==> config.mk <==
export PLATFORM = sky130hd
export DESIGN_NAME = wdt_keyed_top
export DESIGN_NICKNAME = d
export VERILOG_FILES = /design/src/rtl/wdt_pkg.sv /design/src/rtl/wdt_key_decode.sv /design/src/rtl/wdt_prescaler.sv /design/src/rtl/wdt_core.sv /design/src/rtl/wdt_keyed_top.sv
export SDC_FILE = /design/constraint.sdc
export NUM_CORES = 1
export LEC_CHECK = 0
export ABC_AREA = 1
export BUFFER_PORTS_ARGS = -buffer_cell sky130_fd_sc_hd__buf_2
export CAP_MARGIN = 20
export CORE_UTILIZATION = 52
export CTS_CLUSTER_DIAMETER = 60
export DETAILED_ROUTE_END_ITERATION = 8
export PLACE_DENSITY = 0.79
export SYNTH_ARGS = -nofsm -noshare
export SYNTH_HDL_FRONTEND = slang
export SYNTH_HIERARCHICAL = 1
export SYNTH_SLANG_ARGS = --single-unit
==> constraint.sdc <==
create_clock -name clk -period 5.33 [get_ports clk]
set_clock_uncertainty 0.2 [all_clocks]
set_input_delay 1.066 -clock clk [delete_from_list [all_inputs] [get_ports clk]]
set_output_delay 1.066 -clock clk [all_outputs]
set_load 0.05 [all_outputs]
==> src/rtl/wdt_pkg.sv <==
package wdt_pkg;

    localparam int DAT_W     = 8;
    localparam int KEY_W     = 8;
    localparam int SEL_W     = 3;
    localparam int BASE_LOG2 = 5;

    localparam logic [KEY_W-1:0] KEY_COUNT   = 8'h5A;
    localparam logic [KEY_W-1:0] KEY_CONTROL = 8'hA5;

    localparam int BIT_EN   = 7;
    localparam int BIT_MODE = 6;
    localparam int BIT_FLAG = 3;

    typedef struct packed {
        logic             enable;
        logic             rst_mode;
        logic             flag;
        logic [SEL_W-1:0] sel;
    } wdt_ctl_t;

    function automatic logic [DAT_W-1:0] ctl_to_byte(wdt_ctl_t c);
        logic [DAT_W-1:0] r;
        r                = '0;
        r[BIT_EN]        = c.enable;
        r[BIT_MODE]      = c.rst_mode;
        r[BIT_FLAG]      = c.flag;
        r[SEL_W-1:0]     = c.sel;
        return r;
    endfunction

endpackage

==> src/rtl/wdt_key_decode.sv <==
module wdt_key_decode
    import wdt_pkg::*;
#(
    parameter int BUS_W = 16
) (
    input  logic             wr_i,
    input  logic             addr_i,
    input  logic [BUS_W-1:0] wdata_i,
    output logic             cnt_wr_o,
    output logic             ctl_wr_o,
    output logic [DAT_W-1:0] data_o
);
    localparam int MID_W = BUS_W - KEY_W - DAT_W;

    logic [KEY_W-1:0] key;

    always_comb begin
        key      = wdata_i[BUS_W-1 -: KEY_W];
        data_o   = wdata_i[DAT_W-1:0];
        cnt_wr_o = wr_i && !addr_i && (key == KEY_COUNT);
        ctl_wr_o = wr_i &&  addr_i && (key == KEY_CONTROL);
    end

    generate
        if (MID_W > 0) begin : g_mid
            logic unused_mid;
            assign unused_mid = ^wdata_i[DAT_W +: MID_W];
        end
    endgenerate

endmodule

==> src/rtl/wdt_prescaler.sv <==
module wdt_prescaler #(
    parameter int SEL_W     = 3,
    parameter int BASE_LOG2 = 5
) (
    input  logic             clk,
    input  logic             rst_n,
    input  logic             run_i,
    input  logic             restart_i,
    input  logic [SEL_W-1:0] sel_i,
    output logic             tick_o
);
    localparam int MAX_SEL = (1 << SEL_W) - 1;
    localparam int PRE_W   = BASE_LOG2 + MAX_SEL;

    typedef struct packed {
        logic [PRE_W-1:0] count;
    } pre_state_t;

    pre_state_t       st_d, st_q;
    logic [PRE_W-1:0] limit;
    logic [SEL_W-1:0] shr;
    logic             tick;

    always_comb begin
        shr   = SEL_W'(MAX_SEL) - sel_i;
        limit = {PRE_W{1'b1}} >> shr;
        tick  = run_i && (st_q.count == limit);
        st_d  = st_q;
        if (!run_i || restart_i || tick) begin
            st_d.count = '0;
        end else begin
            st_d.count = st_q.count + 1'b1;
        end
    end

    always_ff @(posedge clk or negedge rst_n) begin
        if (!rst_n) begin
            st_q <= '0;
        end else begin
            st_q <= st_d;
        end
    end

    assign tick_o = tick;

    // the shortest divider is far longer than one cycle
    assert_tick_spacing_R5: assert property (@(posedge clk) disable iff (!rst_n)
        tick_o |=> !tick_o);

    // a freshly enabled prescaler starts from zero
    assert_no_early_tick_R7: assert property (@(posedge clk) disable iff (!rst_n)
        $rose(run_i) |-> !tick_o);

endmodule

==> src/rtl/wdt_core.sv <==
module wdt_core
    import wdt_pkg::*;
#(
    parameter int CNT_W = 8
) (
    input  logic             clk,
    input  logic             rst_n,
    input  logic             cnt_wr_i,
    input  logic             ctl_wr_i,
    input  logic [DAT_W-1:0] data_i,
    input  logic             tick_i,
    output logic             run_o,
    output logic             restart_o,
    output logic [SEL_W-1:0] sel_o,
    output logic [CNT_W-1:0] cnt_o,
    output logic [DAT_W-1:0] ctl_o,
    output logic             ovf_o,
    output logic             rst_pulse_o,
    output logic             irq_o
);
    typedef struct packed {
        logic [CNT_W-1:0] cnt;
        wdt_ctl_t         ctl;
        logic             rst_pulse;
    } core_state_t;

    core_state_t st_d, st_q;
    logic        wrap;

    always_comb begin
        st_d = st_q;
        wrap = tick_i && (st_q.cnt == '1) && !cnt_wr_i;

        if (cnt_wr_i) begin
            st_d.cnt = data_i[CNT_W-1:0];
        end else if (tick_i) begin
            st_d.cnt = st_q.cnt + 1'b1;
        end

        if (ctl_wr_i) begin
            st_d.ctl.enable   = data_i[BIT_EN];
            st_d.ctl.rst_mode = data_i[BIT_MODE];
            st_d.ctl.sel      = data_i[SEL_W-1:0];
            st_d.ctl.flag     = st_q.ctl.flag & data_i[BIT_FLAG];
        end
        if (wrap) begin
            st_d.ctl.flag = 1'b1;
        end

        st_d.rst_pulse = wrap && st_q.ctl.rst_mode;

        restart_o = ctl_wr_i && (!data_i[BIT_EN] || (data_i[SEL_W-1:0] != st_q.ctl.sel));
    end

    always_ff @(posedge clk or negedge rst_n) begin
        if (!rst_n) begin
            st_q <= '0;
        end else begin
            st_q <= st_d;
        end
    end

    assign run_o       = st_q.ctl.enable;
    assign sel_o       = st_q.ctl.sel;
    assign cnt_o       = st_q.cnt;
    assign ctl_o       = ctl_to_byte(st_q.ctl);
    assign ovf_o       = wrap;
    assign rst_pulse_o = st_q.rst_pulse;
    assign irq_o       = st_q.ctl.flag && !st_q.ctl.rst_mode;

    assert_flag_after_wrap_R8: assert property (@(posedge clk) disable iff (!rst_n)
        wrap |=> st_q.ctl.flag);

    assert_flag_clear_only_by_write_R9: assert property (@(posedge clk) disable iff (!rst_n)
        $fell(st_q.ctl.flag) |-> $past(ctl_wr_i && !data_i[BIT_FLAG]));

    assert_pulse_one_cycle_R10: assert property (@(posedge clk) disable iff (!rst_n)
        rst_pulse_o |=> !rst_pulse_o);

    assert_pulse_with_flag_R10: assert property (@(posedge clk) disable iff (!rst_n)
        rst_pulse_o |-> st_q.ctl.flag);

    assert_hold_when_off_R12: assert property (@(posedge clk) disable iff (!rst_n)
        (!st_q.ctl.enable && !cnt_wr_i) |=> $stable(st_q.cnt));

endmodule

==> src/rtl/wdt_keyed_top.sv <==
module wdt_keyed_top
    import wdt_pkg::*;
#(
    parameter int BUS_W = 16,
    parameter int CNT_W = 8
) (
    input  logic                            clk,
    input  logic                            rst_n,
    input  logic                            bus_wr_i,
    input  logic                            bus_addr_i,
    input  logic [BUS_W-1:0]                bus_wdata_i,
    output logic [((BUS_W==32)?32:8)-1:0]   bus_rdata_o,
    output logic                            wdt_rst_o,
    output logic                            wdt_irq_o
);
    localparam int RD_W = (BUS_W == 32) ? 32 : 8;

    logic             cnt_wr, ctl_wr, run, restart, tick, ovf;
    logic [DAT_W-1:0] wr_byte, ctl_byte, rd_byte;
    logic [SEL_W-1:0] sel;
    logic [CNT_W-1:0] cnt;

    wdt_key_decode #(.BUS_W(BUS_W)) i_decode (
        .wr_i     (bus_wr_i),
        .addr_i   (bus_addr_i),
        .wdata_i  (bus_wdata_i),
        .cnt_wr_o (cnt_wr),
        .ctl_wr_o (ctl_wr),
        .data_o   (wr_byte)
    );

    wdt_prescaler #(.SEL_W(SEL_W), .BASE_LOG2(BASE_LOG2)) i_prescaler (
        .clk       (clk),
        .rst_n     (rst_n),
        .run_i     (run),
        .restart_i (restart),
        .sel_i     (sel),
        .tick_o    (tick)
    );

    wdt_core #(.CNT_W(CNT_W)) i_core (
        .clk         (clk),
        .rst_n       (rst_n),
        .cnt_wr_i    (cnt_wr),
        .ctl_wr_i    (ctl_wr),
        .data_i      (wr_byte),
        .tick_i      (tick),
        .run_o       (run),
        .restart_o   (restart),
        .sel_o       (sel),
        .cnt_o       (cnt),
        .ctl_o       (ctl_byte),
        .ovf_o       (ovf),
        .rst_pulse_o (wdt_rst_o),
        .irq_o       (wdt_irq_o)
    );

    always_comb begin
        rd_byte = bus_addr_i ? ctl_byte : DAT_W'(cnt);
    end

    generate
        if (RD_W > DAT_W) begin : g_wide_read
            assign bus_rdata_o = {{(RD_W-DAT_W){1'b0}}, rd_byte};
        end else begin : g_byte_read
            assign bus_rdata_o = rd_byte;
        end
    endgenerate

    assert_keyed_count_write_R1: assert property (@(posedge clk) disable iff (!rst_n)
        (bus_wr_i && !bus_addr_i && bus_wdata_i[BUS_W-1 -: KEY_W] == KEY_COUNT)
        |=> cnt == $past(bus_wdata_i[CNT_W-1:0]));

    assert_bad_key_count_R3: assert property (@(posedge clk) disable iff (!rst_n)
        (bus_wr_i && !bus_addr_i && bus_wdata_i[BUS_W-1 -: KEY_W] != KEY_COUNT && !tick)
        |=> $stable(cnt));

    assert_bad_key_control_R3: assert property (@(posedge clk) disable iff (!rst_n)
        (bus_wr_i && bus_addr_i && bus_wdata_i[BUS_W-1 -: KEY_W] != KEY_CONTROL)
        |=> $stable({ctl_byte[BIT_EN], ctl_byte[BIT_MODE], ctl_byte[SEL_W-1:0]}));

    assert_wrap_needs_run_R8: assert property (@(posedge clk) disable iff (!rst_n)
        ovf |-> run);

endmodule

==> results.py <==
metrics = {
    "status": {
        "status": "completed",
    },
    "setup_path": {
        "worst-path-buf-inv": 3,
        "slowest_delay_ns": 0.25,
        "cp_data_required_time_ns": 4.06,
        "path_delay_family": "buffers and inverters",
        "cp-end-kind": "output port",
        "worstPathCellList": "buf_2 -> inv_2 -> nand2_1 -> nand2_1 -> buf_2",
        "cpMaxStageDelayCell": "buf_2",
        "reg2reg_to": "i_core/cnt_o[6]$_DFFE_PN0P_",
        "rrSetupSlack_ns": 2.88,
        "cp.arrival_ns": 1.75,
        "rr_worst_depth": 10,
        "worstReg2RegStart": "i_prescaler/st_q[0]$_DFF_PN0_",
        "crit_type": "input port to output port",
        "cp_max_fo": 11,
        "critPathLaunchType": "input port",
    },
    "power_and_ir_drop": {
        "intPower_uw": 251.8,
        "p_clk_share_pct": 26.3,
        "power_switching_share_pct": 28.15,
        "ir_worst_vdd_mv": 0.1299,
        "power.leakage_uw": 0.001001,
        "switchingPower_uw": 98.64,
        "power_per_cell_area_mw_per_mm2": 179.1,
        "combPwrFrac_pct": 13.0,
        "seqPwrFrac_pct": 60.8,
    },
    "detailed_routing": {
        "remaining_drc_errors": 0,
        "vias_per_cell": 4.866,
        "ant_nets": 0,
        "vias": 1635,
        "drt_pass1_iterations": 4,
        "wl_per_cell_um": 10.43,
        "drt_iter0_drc": 64,
        "wirelength_um": 3504,
    },
    "yosys": {
        "synth_area_per_cell_um2": 6.818,
        "synthCells": 274,
        "netlist_area_mm2": 0.001868,
        "yosysWarnings": 6,
    },
    "clocking": {
        "clock_latency_ns": 0.33,
        "clkSlewWorstSetupHoldPaths_ns": 0.14,
        "clock_path_buffers": 2,
        "htreeDepth": 1,
        "cts_sinks": 27,
        "ctsResizeCount": 0,
        "hold_buffers": 0,
        "numCtsBuffers": 3,
        "cts_setup_buffers": 0,
        "cts_tree": "yes",
        "cts_root_buf": "clkbuf_4",
    },
    "finish": {
        "mostFrequentLayoutCell": "nand2_1",
        "area_growth_syn_to_layout_pct": 4.756,
        "drive_above_1_share_pct": 15.52,
        "fill_cells": 324,
        "layout_common_cells": "85 x nand2_1, 45 x nor2_1, 29 x buf_2",
        "final_nets": 313,
        "antennaDiodeCount": 0,
        "postLayoutCoreUtil_pct": 57.73,
    },
    "sta": {
        "grt_setup_unrepaired": "no",
        "fin_crit_sh_pct": 56.62,
        "finalHoldViolations": 0,
        "finalMaxSlewViolations": 0,
        "period_minus_slack_ns": 3.018,
        "setup_viol": 0,
        "fmax_mhz": 331.4,
        "tightest_slew_ns": 0.7912,
        "slew_headroom_pct": 47.06,
        "setup_ws_ns": 2.312,
        "tns_ns": 0,
    },
    "place": {
        "gp_congestion": 0.9085,
        "place_ws_ns": 2.315,
        "numPortBuffers": 29,
        "dpl.hpwl_um": 2704,
    },
    "global_route": {
        "grt_usage_pct": 20.57,
        "grt_pass1_wl_um": 5865,
        "grt-ovfl-total": 0,
        "grt_max_degree": 28,
        "antenna_found_initial": 0,
        "grt_pass1_vias": 1372,
    },
    "die": {
        "core_area_mm2": 0.003390,
        "std_cell_rows": 21,
        "fp.dieW_um": 61.94,
        "io_pins": 30,
        "die_h_um": 61.94,
        "die_area_mm2": 0.003836,
        "initial_core_util_pct": 55.11,
    },
    "job": {
        "cap_viol_max_count": 0,
    },
    "hold_path": {
        "min_from": "i_prescaler/st_q[0]$_DFF_PN0_",
        "whs_path_depth": 1,
        "hold_path_class": "flip-flop to flip-flop",
        "hold_end": "i_prescaler/st_q[0]$_DFF_PN0_",
    },
}
cell type report:
cell class | instances | area [µm²] | share of cell area, %
Clock buffer | 4 | 26.28 | 1.343
Timing Repair Buffer | 29 | 145.1 | 7.417
Tap cell | 46 | 57.56 | 2.941
Inverter | 31 | 116.4 | 5.946
Sequential cell | 27 | 675.6 | 34.53
Multi-Input combinational cell | 199 | 935.9 | 47.83
power groups by stage:
stage          clock (µW)  sequential [µW]  combinational, µW
2_1_floorplan           0              215               38.5
3_3_place_gp            0              217               45.4
3_5_place_dp            0              217               45.9
4_1_cts              95.4              213               46.0
5_1_grt               104              214               51.9
6_report             92.0              213               45.4
per-layer routing:
layer	global-route usage (%)	share of wire, %	vias to the layer above
met2	32.72	44	44
met4	5.397	1.2	0
met3	2.692	4.8	7
met5	0	0	-
li1	-	-	869
met1	29.63	50	715
stage by stage:
step	cells	area [µm²]	total power (µW)	hold WS [ns]
after floorplan	275	1872	253.1	0.2226
after global placement	332	1931	262.4	0.2460
after detailed placement	332	1931	262.8	0.2511
after CTS	336	1957	354.5	0.2701
after global routing	336	1957	370.3	0.3176
final	336	1957	350.4	0.2688
flip-flops by register name (all words and copies together), names as in the netlist:
signal / cells
i_core/sel_o: 3
i_core/ctl_o: 2
i_core/run_o: 1
i_prescaler/st_q: 12
i_core/cnt_o: 8
i_core/rst_pulse_o: 1
worst max path at each step:
stage               depth (start not counted)  slack, ns             end       start
finish                                      5       2.31  bus_rdata_o[7]  bus_addr_i
detailed placement                          5       2.31  bus_rdata_o[7]  bus_addr_i
floorplan                                   4       2.40  bus_rdata_o[3]  bus_addr_i
global placement                            5       2.33  bus_rdata_o[2]  bus_addr_i
CTS                                         5       2.31  bus_rdata_o[7]  bus_addr_i
global route                                5       2.25  bus_rdata_o[3]  bus_addr_i
Power figures use the tool's default switching activity.
